**config.mk**
```make
export PLATFORM = sky130hd
export DESIGN_NAME = host_mbox
export DESIGN_NICKNAME = d
export VERILOG_FILES = /design/src/rtl/mbox_pkg.sv /design/src/rtl/mbox_lane.sv /design/src/rtl/mbox_ctrl.sv /design/src/rtl/host_mbox.sv
export SDC_FILE = /design/constraint.sdc
export NUM_CORES = 1
export LEC_CHECK = 0
export BUFFER_PORTS_ARGS = -buffer_cell sky130_fd_sc_hd__buf_4
export CELL_PAD_IN_SITES_DETAIL_PLACEMENT = 0
export CELL_PAD_IN_SITES_GLOBAL_PLACEMENT = 1
export CORE_ASPECT_RATIO = 0.8
export CORE_MARGIN = 2
export CORE_UTILIZATION = 40
export CTS_CLUSTER_DIAMETER = 150
export DETAILED_ROUTE_END_ITERATION = 8
export GPL_TIMING_DRIVEN = 0
export HOLD_SLACK_MARGIN = 0.15
export PLACE_DENSITY = 0.75
export SETUP_SLACK_MARGIN = 0.3
export SYNTH_ARGS = -nofsm -noshare
export SYNTH_HDL_FRONTEND = slang
export SYNTH_HIERARCHICAL = 1
export SYNTH_SLANG_ARGS = --single-unit
```
**constraint.sdc**
```tcl
create_clock -name clk -period 10.2 [get_ports clk]
set_input_delay 1.53 -clock clk [delete_from_list [all_inputs] [get_ports clk]]
set_output_delay 1.53 -clock clk [all_outputs]
set_load 0.05 [all_outputs]
```
**src/rtl/mbox_pkg.sv**
```systemverilog
package mbox_pkg;

    localparam int BYTE_W  = 8;
    localparam int NBYTES  = 3;
    localparam int WORD_W  = BYTE_W * NBYTES;
    localparam int LOW_SEL = 0;

    // Control register layout: rx_ie is bit 0, hflag occupies bits 4:3
    typedef struct packed {
        logic [1:0] hflag;
        logic       cmd_ie;
        logic       tx_ie;
        logic       rx_ie;
    } ctl_t;

    typedef struct packed {
        logic hw;
        logic sw;
        logic ind;
        logic stop;
    } rst_t;

    function automatic logic flags_reset(rst_t r);
        return r.hw | r.sw | r.ind | r.stop;
    endfunction

    function automatic logic ctl_reset(rst_t r);
        return r.hw | r.sw;
    endfunction

endpackage

```
**src/rtl/mbox_lane.sv**
```systemverilog
module mbox_lane #(
    parameter int BYTE_W = mbox_pkg::BYTE_W,
    parameter int NBYTES = mbox_pkg::NBYTES,
    localparam int WORD_W = BYTE_W * NBYTES
) (
    input  logic              clk,
    input  logic              flag_rst,
    input  logic [NBYTES-1:0] src_be,
    input  logic [WORD_W-1:0] src_wdata,
    input  logic              src_commit,
    input  logic              dst_take,
    output logic [WORD_W-1:0] dst_data,
    output logic              src_empty,
    output logic              dst_full
);

    logic [WORD_W-1:0] src_data;
    logic              move;

    assign move = !src_empty && !dst_full && !flag_rst;

    // Source stage: each byte lane loads on its own enable, never reset
    for (genvar b = 0; b < NBYTES; b++) begin : g_src_byte
        logic [BYTE_W-1:0] byte_q;
        always_ff @(posedge clk) begin
            if (src_be[b])
                byte_q <= src_wdata[b*BYTE_W +: BYTE_W];
        end
        assign src_data[b*BYTE_W +: BYTE_W] = byte_q;
    end

    // Destination stage: loaded only by a move, never reset
    always_ff @(posedge clk) begin
        if (move)
            dst_data <= src_data;
    end

    // Handshake flags: the side's own access wins over the move
    always_ff @(posedge clk) begin
        if (flag_rst) begin
            src_empty <= 1'b1;
            dst_full  <= 1'b0;
        end else begin
            if (src_commit)
                src_empty <= 1'b0;
            else if (move)
                src_empty <= 1'b1;
            if (dst_take)
                dst_full <= 1'b0;
            else if (move)
                dst_full <= 1'b1;
        end
    end

    AST_RST_IDLE_FLAGS: assert property (@(posedge clk)
        flag_rst |=> (src_empty && !dst_full)) else $error("flags not idle after reset");

    AST_COMMIT_CLEARS_EMPTY: assert property (@(posedge clk) disable iff (flag_rst)
        src_commit |=> !src_empty) else $error("commit did not clear empty");

    AST_MOVE_FILLS_DST: assert property (@(posedge clk) disable iff (flag_rst)
        (!src_empty && !dst_full && !dst_take) |=> dst_full) else $error("move did not set full");

    AST_TAKE_CLEARS_FULL: assert property (@(posedge clk) disable iff (flag_rst)
        dst_take |=> !dst_full) else $error("take did not clear full");

    AST_FULL_HOLDS_DATA: assert property (@(posedge clk) disable iff (flag_rst)
        dst_full |=> $stable(dst_data)) else $error("full destination changed");

endmodule

```
**src/rtl/mbox_ctrl.sv**
```systemverilog
module mbox_ctrl
    import mbox_pkg::*;
(
    input  logic clk,
    input  rst_t rsts,
    input  logic ctl_we,
    input  ctl_t ctl_wdata,
    output ctl_t ctl_q
);

    always_ff @(posedge clk) begin
        if (ctl_reset(rsts))
            ctl_q <= '0;
        else if (ctl_we)
            ctl_q <= ctl_wdata;
    end

    AST_CTL_CLEARS: assert property (@(posedge clk)
        (rsts.hw || rsts.sw) |=> (ctl_q == '0)) else $error("control not cleared");

    AST_CTL_LOADS: assert property (@(posedge clk) disable iff (rsts.hw || rsts.sw)
        ctl_we |=> (ctl_q == $past(ctl_wdata))) else $error("control write lost");

endmodule

```
**src/rtl/host_mbox.sv**
```systemverilog
module host_mbox #(
    parameter int BYTE_W = mbox_pkg::BYTE_W,
    parameter int NBYTES = mbox_pkg::NBYTES,
    localparam int WORD_W = BYTE_W * NBYTES,
    localparam int SEL_W  = $clog2(NBYTES),
    localparam int CTL_W  = $bits(mbox_pkg::ctl_t)
) (
    input  logic              clk,
    input  logic              rst,
    input  logic              sw_rst,
    input  logic              ind_rst,
    input  logic              stop_rst,
    input  logic              cpu_tx_we,
    input  logic [WORD_W-1:0] cpu_tx_wdata,
    input  logic              cpu_rx_re,
    output logic [WORD_W-1:0] cpu_rx_rdata,
    input  logic              cpu_ctl_we,
    input  logic [CTL_W-1:0]  cpu_ctl_wdata,
    output logic [CTL_W-1:0]  cpu_ctl_rdata,
    output logic              cpu_rx_full,
    output logic              cpu_tx_empty,
    output logic              irq_rx,
    output logic              irq_tx,
    input  logic [SEL_W-1:0]  host_sel,
    input  logic              host_we,
    input  logic [BYTE_W-1:0] host_wdata,
    input  logic              host_re,
    output logic [BYTE_W-1:0] host_rdata,
    output logic              host_rx_full,
    output logic              host_tx_empty
);
    import mbox_pkg::*;

    rst_t              rsts;
    logic              flag_rst;
    ctl_t              ctl;
    logic [NBYTES-1:0] host_be;
    logic [WORD_W-1:0] host_rx_word;
    logic              host_low;

    assign rsts     = '{hw: rst, sw: sw_rst, ind: ind_rst, stop: stop_rst};
    assign flag_rst = flags_reset(rsts);
    assign host_low = (host_sel == SEL_W'(LOW_SEL));

    for (genvar b = 0; b < NBYTES; b++) begin : g_host_be
        assign host_be[b] = host_we && (host_sel == SEL_W'(b));
    end

    // Processor to host direction
    mbox_lane #(.BYTE_W(BYTE_W), .NBYTES(NBYTES)) u_to_host (
        .clk       (clk),
        .flag_rst  (flag_rst),
        .src_be    ({NBYTES{cpu_tx_we}}),
        .src_wdata (cpu_tx_wdata),
        .src_commit(cpu_tx_we),
        .dst_take  (host_re && host_low),
        .dst_data  (host_rx_word),
        .src_empty (cpu_tx_empty),
        .dst_full  (host_rx_full)
    );

    // Host to processor direction
    mbox_lane #(.BYTE_W(BYTE_W), .NBYTES(NBYTES)) u_to_cpu (
        .clk       (clk),
        .flag_rst  (flag_rst),
        .src_be    (host_be),
        .src_wdata ({NBYTES{host_wdata}}),
        .src_commit(host_we && host_low),
        .dst_take  (cpu_rx_re),
        .dst_data  (cpu_rx_rdata),
        .src_empty (host_tx_empty),
        .dst_full  (cpu_rx_full)
    );

    mbox_ctrl u_ctrl (
        .clk      (clk),
        .rsts     (rsts),
        .ctl_we   (cpu_ctl_we),
        .ctl_wdata(ctl_t'(cpu_ctl_wdata)),
        .ctl_q    (ctl)
    );

    assign cpu_ctl_rdata = ctl;
    assign irq_rx        = cpu_rx_full  && ctl.rx_ie;
    assign irq_tx        = cpu_tx_empty && ctl.tx_ie;

    always_comb begin
        host_rdata = '0;
        for (int b = 0; b < NBYTES; b++) begin
            if (host_sel == SEL_W'(b))
                host_rdata = host_rx_word[b*BYTE_W +: BYTE_W];
        end
    end

endmodule

```
After elaboration in Yosys (flattened, before gate mapping)
Index checks and enable logic that the tools add are counted.

Eq/ne operators: 2. Reduce and logical (&&, ||, !) cells: 20. Muxes and demuxes: 7. Bitwise logic cells: 3.

Operator list (count): 2-to-1 mux 8 bit (3); logical AND 1 bit (10); zero test 1 bit (5); 2-to-1 mux 1 bit (4); nonzero test 2 bit (2); OR reduction 2 bit (2); OR 1 bit (3); equality test 2 x 1 -> 1 bit (second input constant) (1); equality test 2 bit (second input constant) (1); zero test 2 bit (1).

Word-level logic and storage cells: 48. Bits of input ports: 49. Output and inout bits: 43. Register bits: 105.

Longest topological paths before layout
Gate-level depths: netlist of run 1.

Depth in word-level cells: 7. Depth in mapped cells: 3. Depth with buffers taken out: 2.

Hierarchy
The synthesis of run 1 kept the hierarchy.

By module, submodules not included: mbox_lane (seq. area each 1481.4 sq um, cells an instance 55, times used 2, area an instance 1520.2 sq um); host_mbox (seq. area each 0.0 sq um, cells an instance 28, times used 1, area an instance 229.0 sq um); mbox_ctrl (seq. area each 100.1 sq um, cells an instance 16, times used 1, area an instance 186.4 sq um).

Worst setup path after synthesis of run 1
OpenSTA, ideal clock, no wires.

Path type: input-to-reg. From: in sw_rst. To: reg u_to_cpu.dst_data[0], enable pin. Buffers on the path: 0. Setup time: 0.435 ns. Arrival: 3.854 ns. Slack: 5.911 ns. Data required time: 9.765 ns. Cell stages on the path: 2. Cells stage by stage: or4_1 -> nor3_1.

Cells in the longest elaborated chain, start to end: 5.

Ends and longest elaborated chain: start, declared (RTL line host_mbox.sv:10) `input logic sw_rst,`; OR 1 bit (3 in series) (RTL line mbox_pkg.sv:24) `return r.hw | r.sw | r.ind | r.stop;`; zero test 1 bit (RTL line mbox_lane.sv:20) `assign move = !src_empty && !dst_full && !flag_rst;`; logical AND 1 bit (RTL line mbox_lane.sv:20); via u_to_cpu.move (RTL line mbox_lane.sv:18) `logic move;`; end signal, assigned (RTL line mbox_lane.sv:35) `dst_data <= src_data;`; end, declared (RTL line mbox_lane.sv:12) `output logic [WORD_W-1:0] dst_data,`.

The timed path passes the listed nets, and every way through them passes these cells. A chain may end at the register's enable or synchronous reset.

Worst setup path in the final report of run 1
From: in host_sel[1]. To: out host_rdata[1].

Cells in the longest elaborated chain, start to end: 4. Elaborated cells on any way between the ends: 6. Those cells by class: eq/ne: 2; mux: 3; reduce/logical: 1.

Ends and longest elaborated chain: start, declared (RTL line host_mbox.sv:24) `input logic [SEL_W-1:0] host_sel,`; zero test 2 bit (RTL line host_mbox.sv:90) `if (host_sel == SEL_W'(b))`; 2-to-1 mux 8 bit (2 in series) (RTL line host_mbox.sv:90); 2-to-1 mux 8 bit * (RTL line host_mbox.sv:90); end, declared (RTL line host_mbox.sv:28) `output logic [BYTE_W-1:0] host_rdata,`.

Every way passes the cells marked *; elsewhere a longest branch is shown, timed or not.

==> results of run 1 <==
[flip-flops by register name, summed over array words and instances, names as in the netlist]
register	flops
u_to_cpu/dst_data	24
u_to_cpu/g_src_byte.byte_q	24
u_to_host/dst_data	24
u_to_host/g_src_byte.byte_q	24
u_ctrl/ctl_q	5
u_to_cpu/dst_full	1
u_to_cpu/src_empty	1
u_to_host/dst_full	1
u_to_host/src_empty	1
[final cells by class]
cell class / instances / area (sq um)
Sequential cell: 105 / 3060
Multi-Input combinational cell: 43 / 369
Fill cell: 686 / 3970
Tap cell: 112 / 140
Clock inverter: 4 / 30.0
Clock buffer: 12 / 135
Timing Repair Buffer: 92 / 698
Inverter: 2 / 7.51
Buffer: 4 / 31.3
[synth_stat cells]
cell | n | share of area
buf_2 | 1 | 0.0014
mux2i_1 | 13 | 0.038
o21bai_2 | 2 | 0.0065
o2bb2ai_1 | 8 | 0.020
nand2_1 | 1 | 0.0011
dfxtp_1 | 9 | 0.052
nor3b_1 | 2 | 0.0043
clkbuf_1 | 1 | 0.0011
and2_1 | 2 | 0.0036
nor3_1 | 7 | 0.010
buf_6 | 2 | 0.0065
or4_1 | 1 | 0.0022
edfxtp_1 | 96 | 0.83
inv_1 | 2 | 0.0022
nor2b_1 | 3 | 0.0054
a211oi_2 | 2 | 0.0072
and3b_2 | 1 | 0.0029
nor2_1 | 1 | 0.0011
[worst paths after layout]
kind / slack [ns] / to / start / cells past startpoint
min: 0.42 / u_to_cpu/dst_data[16] / u_to_cpu/g_src_byte[2].byte_q[0] / 0
max reg2reg: 8.52 / u_to_host/dst_data[21] / u_to_host/src_empty / 2
min reg2reg: 0.42 / u_to_cpu/dst_data[16] / u_to_cpu/g_src_byte[2].byte_q[0] / 0
max: 6.28 / host_rdata[1] / host_sel[1] / 4
[power groups by stage]
| stage | Clock [W] | Sequential [W] | Combinational, W |
|---|---|---|---|
| 3_5_place_dp | 0 | 0.000497 | 0.0000427 |
| 6_report | 0.000219 | 0.000487 | 0.0000419 |
| 2_1_floorplan | 0 | 0.000499 | 0.0000152 |
| 5_1_grt | 0.000244 | 0.000489 | 0.0000451 |
| 3_3_place_gp | 0 | 0.000496 | 0.0000416 |
| 4_1_cts | 0.000226 | 0.000487 | 0.0000429 |
[logic make-up after synthesis]
| group | Yosys count | share of synthesized area |
|---|---|---|
| mux | 13 | 0.0377 |
| buf+inv | 6 | 0.0112 |
| simple gates | 18 | 0.0308 |
| compound gates | 12 | 0.0340 |
| flops | 105 | 0.886 |
[through the flow]
| step | setup WS [ns] | instance area (sq um) | power (W) |
|---|---|---|---|
| after floorplan | 5.91 | 3460 | 0.000514 |
| after global placement | 5.09 | 4270 | 0.000538 |
| after detailed placement | 6.21 | 4310 | 0.000540 |
| after CTS | 6.20 | 4470 | 0.000756 |
| after global routing | 6.16 | 4470 | 0.000778 |
| final | 6.28 | 4470 | 0.000748 |
[routing by layer]
metal / global-route usage / up-vias / routed length (um)
met2: 0.201 / 66 / 2640
met3: 0.0561 / 6 / 429
met1: 0.160 / 785 / 2420
met4: 0.0280 / 0 / 57
li1: - / 813 / -
met5: 0 / - / 0
==> impl_results.md, run 1 <==
* Sequential share of power at 0.651
* Sw Share at 0.209
* Rows at 30
* Max cap viols at 0
* Vias per inst at 4.47
* Tmin final at 3.92 ns
* DP Cell Count at 358
* Unrepaired setup endpoints after global routing: no
* Final Max Tran Viols at 0
* Worst path bufs/invs at 3
* Worst-path maximum fanout at 10
* Critical Path Start Type: input port
* Layout cells sized above 1 at 0.443
* Global-route wire length before repair at 8630 um
* Worst stage delay on the critical path at 0.39 ns
* Core box area at 8450 sq um
* Port Buffers at 90
* DR DRC count at 0
* Clk slew on worst S/H paths at 0.09 ns
* Final WL at 5550 um
* Die height at 87.1 um
* Vias in the first global route at 1663
* CP max-delay cell: clkbuf_1
* Overflow after GRT at 0
* # clock sinks at 105
* H-tree levels at 3
* Final setup vio count at 0
* TritonCTS Buffers at 9
* 1st-pass router iterations at 4
* Cts-stage hold buffer count at 0
* Peak VDD IR at 0.104 mV
* Commonest non-fill, non-tap cell in the layout: edfxtp_1
* Clock latency on the worst-skew pair at 0.35 ns
* Largest net degree at the start of global routing at 26
* CTS tree: yes
* Count of boundary I/O pins at 92
* Post-CTS Resized at 0
* Kind of critical path: input port to output port
* Full die area at 9400 sq um
* Power per Cell Area at 167 nW/um^2
* RD Place Congestion at 0.670
* Total number of yosys warnings at 6
* Setup TNS at 0 ns
* Chip width at 108 um
* Most frequent cells in the layout: 96 x edfxtp_1, 90 x buf_4, 13 x mux2i_1, 9 x clkbuf_8, 9 x dfxtp_1
* Internal Power at 0.000592 W
* Slew @ Worst Pin at 0.912 ns
* Post-synthesis sequential area ratio at 0.886
* Post-DP HPWL at 3930 um
* Core Util, Final at 0.530
* DR iter-0 viols at 71
* Area Overhead vs Synth at 29.5%
* Crit path DAT at 2.39 ns
* Diode count at 0
* Root buf cell: clkbuf_8
* DR WL/cell at 14.8 um
* Status: complete, no violations
* Critical path required time at 8.67 ns
* Switching power at 0.000156 W
* Slew Limit Headroom at 0.389
* Postcts setup bufs at 0
* Critical path endpoint category: output port
* Pleak at 1.62 nW
* Period utilisation layout at 0.384
* Fin. Hold Viols at 0
* Antenna viol nets, final at 0
* Synth Instances at 154
* Vias at 1670
* Clock Skew at 0.00705 ns
* Worst min path class: register to register
* Clock share of power at 0.293
* Hold Slack at 0.423 ns
* Cell family with most CP delay: buffers and inverters
* Non-filler instance count after layout at 374
* Combinational share of power at 0.056
* Synthesized net count at 203
* Initial Utilization at 0.409
* CP dominant cell by count: buf_4
* Distinct cells, synth at 18
* Post-Syn Area per Cell at 22.4 sq um
* Clock tree buffer depth at 2
* Nets at 306
* Antenna violations before repair at 0
* Fmax at 255 MHz
* Synthesized area at 3460 sq um
* Post-synthesis register bit count at 105
* Critical path, cell by cell: buf_4, clkbuf_1, o2bb2ai_1, buf_4
* Total track usage at 0.126
Power figures use the tool's default switching activity.
==> run 2, diff against run 1 <==
--- a/config.mk
+++ b/config.mk
@@ -10,12 +10,12 @@
 export CELL_PAD_IN_SITES_GLOBAL_PLACEMENT = 1
 export CORE_ASPECT_RATIO = 0.8
 export CORE_MARGIN = 2
-export CORE_UTILIZATION = 40
+export CORE_UTILIZATION = 39
 export CTS_CLUSTER_DIAMETER = 150
 export DETAILED_ROUTE_END_ITERATION = 8
 export GPL_TIMING_DRIVEN = 0
 export HOLD_SLACK_MARGIN = 0.15
-export PLACE_DENSITY = 0.75
+export PLACE_DENSITY = 0.76
 export SETUP_SLACK_MARGIN = 0.3
 export SYNTH_ARGS = -nofsm -noshare
 export SYNTH_HDL_FRONTEND = slang
==> constraint.sdc (replaced) <==
create_clock -name clk -period 3.4 [get_ports clk]
set_input_delay 0.51 -clock clk [delete_from_list [all_inputs] [get_ports clk]]
set_output_delay 0.51 -clock clk [all_outputs]
set_load 0.05 [all_outputs]
==> run 2 against run 1 <==
Effect of this change:
- total power grew to 3.1 times the previous value
- highest routed layer unchanged
- hold slack worse by 0.099 ns
- cell count stayed put
- worst setup slack worse by 5.1 ns
- clock power grew to 3.4 times the previous value
- non-clock buffer count stayed put
- first-iteration DRC count is 27% lower
- count of clock-buffer cells in the layout stayed put
- critical path depth stayed put
- cell area is 0.75% higher
- clock skew is 0.0010 ns higher
==> impl_results.md, run 2 (synthesis results as in run 1) <==
* Clock Skew at 0.00805 ns (+0.000999 ns)
* DR iter-0 viols at 52 (-27%)
* R2R depth at 2 (unchanged)
* Final WL at 5190 um (-6.5%)
* Peak VDD IR at 0.288 mV (+180%)
* Sw Share at 0.197 (-0.0122)
* Status: complete, no violations
* Kind of critical path: input port to register
* Area Overhead vs Synth at 30.4%
* Sequential cell area at 3060 sq um (unchanged)
* Max cap viols at 0 (unchanged)
* Worst min path class: input port to register
* Die height at 88.2 um (+1.2%)
* Most frequent cells in the layout: 96 x edfxtp_1, 90 x buf_4, 13 x mux2i_1, 10 x clkbuf_8, 9 x dfxtp_1
* Port Buffers at 90 (unchanged)
* Fin. Hold Viols at 0 (unchanged)
* Reg2reg setup slack at 1.76 ns (-6.76 ns)
* Clock share of power at 0.320 (+0.027)
* Core box area at 8560 sq um (+1.3%)
* Worst R2R Start: u_to_host/src_empty
* DR DRC count at 0 (unchanged)
* Rows at 30 (unchanged)
* Antenna violations before repair at 0 (unchanged)
* Final Max Tran Viols at 0 (unchanged)
* Post-Place Worst Slack at 0.755 ns (-5.45 ns)
* Switching power at 0.000459 W (+190%)
* Final setup vio count at 0 (unchanged)
* Post-CTS Resized at 0 (unchanged)
* Cts-stage hold buffer count at 0 (unchanged)
* Layout cells sized above 1 at 0.447 (+0.00382)
* Hold Crit Depth at 2 (+2)
* Clock latency on the worst-skew pair at 0.34 ns (about the same)
* Initial Utilization at 0.404 (-0.00538)
* CTS tree: yes
* Critical path endpoint category: register
* Antenna viol nets, final at 0 (unchanged)
* Fmax at 442 MHz
* Reg-to-Reg End: u_to_host/dst_data[20]
* Period utilisation layout at 0.666
* Total power at 0.00233 W (+210%)
* Worst-path maximum fanout at 14 (+4)
* RD Place Congestion at 0.651 (-2.8%)
* Internal Power at 0.00187 W (+220%)
* Min-delay src: cpu_rx_re
* Worst Hold End: u_to_cpu/dst_full
* Pleak at 1.64 nW (+1.5%)
* Full die area at 9630 sq um (+2.5%)
* Root buf cell: clkbuf_8
* Vias in the first global route at 1589 (-4.4%)
* 1st-pass router iterations at 4 (unchanged)
* Diode count at 0 (unchanged)
* Slew Limit Headroom at 0.416 (+0.0275)
* Combinational share of power at 0.054 (-0.002)
* Postcts setup bufs at 0 (unchanged)
* Vias at 1680 (+0.60%)
* Commonest non-fill, non-tap cell in the layout: edfxtp_1
* Chip width at 109 um (+1.2%)
* DR WL/cell at 13.9 um (-6.5%)
* Total track usage at 0.110 (-0.0155)
* Post-DP HPWL at 3730 um (-5.2%)
* Overflow after GRT at 0 (unchanged)
* Count of boundary I/O pins at 92 (unchanged)
* Clk slew on worst S/H paths at 0.08 ns (about the same)
* # clock sinks at 105 (unchanged)
* Vias per inst at 4.49 (+0.60%)
* Area of the multi-input gates at 369 sq um (unchanged)
* TritonCTS Buffers at 9 (unchanged)
* Setup ws final at 1.14 ns (-5.14 ns)
* Power per Cell Area at 517 nW/um^2 (+210%)
* Unrepaired setup endpoints after global routing: no
* Slew @ Worst Pin at 0.871 ns (-0.0411 ns)
* Filler Cell Count at 702 (+2.3%)
* Sequential share of power at 0.627 (-0.024)
* Nets at 306 (unchanged)
* Largest net degree at the start of global routing at 26 (unchanged)
* Clock tree buffer depth at 2 (unchanged)
* Critical path required time at 3.45 ns (-5.22 ns)
* Critical Path Start Type: input port
* Global-route wire length before repair at 7630 um (-12%)
* Tmin final at 2.26 ns
* H-tree levels at 3 (unchanged)
* Crit path DAT at 2.31 ns (-0.08 ns)
run 2: worst max path at each step:
stage / startpoint / end / slack [ns] / depth (start not counted)
2_1_floorplan: sw_rst / u_to_cpu/dst_data[0] / 0.13 / 2
3_5_place_dp: sw_rst / u_to_host/dst_data[22] / 0.75 / 4
3_3_place_gp: sw_rst / u_to_host/dst_data[22] / -0.67 / 3
5_1_grt: sw_rst / u_to_host/dst_data[20] / 1.01 / 4
6_report: sw_rst / u_to_host/dst_data[20] / 1.14 / 4
4_1_cts: sw_rst / u_to_host/dst_data[18] / 1.12 / 4
run 2: stage by stage:
stage	area [sq um]	hold WS [ns]	utilization	setup TNS, ns	std cells
floorplan	3460	0.400	-	0	154
global placement	4270	0.402	0.499	-30.23	356
detailed placement	4310	0.405	0.504	0	358
CTS	4510	0.301	0.527	0	374
global route	4510	0.301	0.527	0	374
finish	4510	0.324	0.527	0	374
run 2: power groups by stage:
stage,combinational [W],sequential (W),clock (W)
after detailed placement,0.000127,0.00149,0
after floorplan,0.0000456,0.00150,0
after global placement,0.000124,0.00149,0
after global routing,0.000134,0.00147,0.000821
final,0.000125,0.00146,0.000745
after CTS,0.000127,0.00146,0.000764
run 2: per-layer routing:
metal / GRT usage / up-vias / share of wire
met5: 0 / - / 0
li1: - / 815 / -
met2: 0.185 / 59 / 0.50
met4: 0.0414 / 0 / 0.0044
met3: 0.0454 / 2 / 0.077
met1: 0.129 / 804 / 0.41
run 2: layout make-up:
cell class	instances	share of cell area
flip-flops and latches	105	0.679
repair buffers	92	0.155
multi-input cells	43	0.0819
clock buffers	12	0.0322
well taps	112	0.0311
clock inverters	4	0.0119
plain buffers	4	0.00694
inverters	2	0.00167
run 2: critical path, stage by stage:
cell	delay, ns
buf_4	0.13
or4_1	0.68
nor3_2	0.72
buf_6	0.27
==> run 3, diff against run 2 <==
--- a/config.mk
+++ b/config.mk
@@ -10,12 +10,12 @@
 export CELL_PAD_IN_SITES_GLOBAL_PLACEMENT = 1
 export CORE_ASPECT_RATIO = 0.8
 export CORE_MARGIN = 2
-export CORE_UTILIZATION = 39
+export CORE_UTILIZATION = 40
 export CTS_CLUSTER_DIAMETER = 150
 export DETAILED_ROUTE_END_ITERATION = 8
 export GPL_TIMING_DRIVEN = 0
 export HOLD_SLACK_MARGIN = 0.15
-export PLACE_DENSITY = 0.76
+export PLACE_DENSITY = 0.75
 export SETUP_SLACK_MARGIN = 0.3
 export SYNTH_ARGS = -nofsm -noshare
 export SYNTH_HDL_FRONTEND = slang
==> constraint.sdc (replaced) <==
create_clock -name clk -period 2.3 [get_ports clk]
set_input_delay 0.345 -clock clk [delete_from_list [all_inputs] [get_ports clk]]
set_output_delay 0.345 -clock clk [all_outputs]
set_load 0.05 [all_outputs]
==> run 3 against run 2 <==
Effect of this change:
- clock skew increased by 0.0011 ns
- critical path type unchanged
- first-iteration DRC count increased by 1.9%
- register-to-register slack got worse by 1.1 ns
- sequential power increased by 48%
- global-route usage increased by 1.7 points
- die area decreased by 2.4%
- largest power group unchanged
- utilization increased by 3.1 points
==> impl_results.md, run 3 (synthesis results as in run 1) <==
* Setup ws final at 0.348 ns (-0.789 ns)
* Layout cells sized above 1 at 0.405 (-0.0416)
* Antenna viol nets, final at 0 (unchanged)
* Crit path DAT at 1.93 ns (-0.38 ns)
* R2R depth at 1 (-1)
* Max cap viols at 0 (unchanged)
* Period utilisation layout at 0.849
* Critical path, cell by cell: buf_4, or4_4, nor3_4
* Kind of critical path: input port to register
* Commonest non-fill, non-tap cell in the layout: edfxtp_1
* Core box area at 8450 sq um (-1.3%)
* Power per Cell Area at 713 nW/um^2 (+38%)
* RD Place Congestion at 0.680 (+4.4%)
* Final WL at 5570 um (+7.3%)
* DR DRC count at 0 (unchanged)
* Post-DP HPWL at 3590 um (-3.6%)
* Worst-path maximum fanout at 24 (+10)
* Root buf cell: clkbuf_8
* Most frequent cells in the layout: 96 x edfxtp_1, 90 x buf_4, 24 x dlygate4sd3_1, 13 x mux2i_1
* # clock sinks at 105 (unchanged)
* Critical path required time at 2.28 ns (-1.17 ns)
* Vias at 1743 (+3.8%)
* Status: complete, no violations
* Fin. Hold Viols at 0 (unchanged)
* Critical path endpoint category: register
* Final Max Tran Viols at 0 (unchanged)
* Largest net degree at the start of global routing at 26 (unchanged)
* Pleak at 1.73 nW (+5.0%)
* Setup TNS at 0 ns (unchanged)
* CP max-delay cell: nor3_4
* Clock tree buffer depth at 2 (unchanged)
* 1st-pass router iterations at 4 (unchanged)
* Area Overhead vs Synth at 36.4%
* Chip width at 108 um (-1.2%)
* Peak VDD IR at 0.446 mV (+55%)
* Filler Cell Count at 658 (-6.3%)
* Port Buffers at 90 (unchanged)
* Overflow after GRT at 0 (unchanged)
* Full die area at 9400 sq um (-2.4%)
* DR iter-0 viols at 53 (+1.9%)
* Total power at 0.00336 W (+44%)
* Rows at 30 (unchanged)
* Critical Path Start Type: input port
* Post-Place Worst Slack at -0.0730 ns (-0.828 ns)
* Clock Skew at 0.00912 ns (+0.00108 ns)
* Antenna violations before repair at 0 (unchanged)
* H-tree levels at 3 (unchanged)
* Slew @ Worst Pin at 1.06 ns (+0.191 ns)
* Clock latency on the worst-skew pair at 0.36 ns (+0.02 ns)
* Final setup vio count at 0 (unchanged)
* DR WL/cell at 14.1 um (+1.3%)
* Hold Slack at 0.175 ns (-0.150 ns)
* Global-route wire length before repair at 8490 um (+11%)
* Total track usage at 0.127 (+0.0167)
* Count of boundary I/O pins at 92 (unchanged)
* Die height at 87.1 um (-1.2%)
* TritonCTS Buffers at 9 (unchanged)
* Unrepaired setup endpoints after global routing: yes
* Hold Crit Depth at 1 (-1)
* Nets at 328 (+7.2%)
* Worst stage delay on the critical path at 0.83 ns (+0.11 ns)
* Diode count at 0 (unchanged)
* Worst min path class: input port to register
* Vias per inst at 4.40 (-2.0%)
* Tmin final at 1.95 ns
* Slew Limit Headroom at 0.290 (-0.126)
* Non-filler instance count after layout at 396 (+5.9%)
* Clk slew on worst S/H paths at 0.09 ns (about the same)
* Fmax at 512 MHz
* CTS tree: yes
* Post-CTS Resized at 0 (unchanged)
* Vias in the first global route at 1715 (+7.9%)
* Postcts setup bufs at 0 (unchanged)
* Initial Utilization at 0.409 (+0.00538)
* DP Cell Count at 356 (-0.56%)
run 3: path summary, 6_finish.rpt:
check | start | end | slack [ns]
worst min-delay path | cpu_tx_wdata[10] | u_to_host/g_src_byte[1].byte_q[2] | 0.17
worst max register to register | u_to_host/src_empty | u_to_host/dst_data[10] | 0.66
worst min register to register | u_to_cpu/g_src_byte[0].byte_q[1] | u_to_cpu/dst_data[1] | 0.42
worst max-delay path | sw_rst | u_to_host/dst_data[10] | 0.35
run 3: timing repair:
action                                 in CTS  in global routing
setup endpoints to repair                   0                 48
endpoints found under the hold margin      24                  0
hold buffers                               24                  0
run 3: final cells by class:
| cell class | count | area [sq um] | area share |
|---|---|---|---|
| sequential | 105 | 3060 | 0.650 |
| timing repair buffer | 114 | 916 | 0.194 |
| multi-input combinational | 43 | 385 | 0.0818 |
| tap | 112 | 140 | 0.0297 |
| clock buffer | 11 | 131 | 0.0279 |
| clock inverter | 5 | 38.8 | 0.00823 |
| buffer | 4 | 31.3 | 0.00664 |
| inverter | 2 | 7.51 | 0.00159 |
run 3: critical path: cells and delay by family:
kind / cells / cell delay, ns
buf+inv: 1 / 0.13
simple gates: 2 / 1.44
run 3: routing by layer:
| layer | vias up | global-route usage | part of all wire |
|---|---|---|---|
| met5 | - | 0 | 0 |
| met4 | 0 | 0.0594 | 0.019 |
| met3 | 10 | 0.0501 | 0.074 |
| met2 | 65 | 0.212 | 0.50 |
| met1 | 810 | 0.145 | 0.41 |
| li1 | 858 | - | - |
run 3: report_power, final:
group,switching (W),internal (W)
combinational,0.000108,0.000111
clock,0.000580,0.000403
sequential,0.0000152,0.00215
total,0.000703,0.00266
run 3: metrics by stage:
stage / util / cell area [sq um]
after floorplan: - / 3480
after global placement: 0.509 / 4300
after detailed placement: 0.509 / 4300
after CTS: 0.558 / 4710
after global routing: 0.558 / 4710
final: 0.558 / 4710
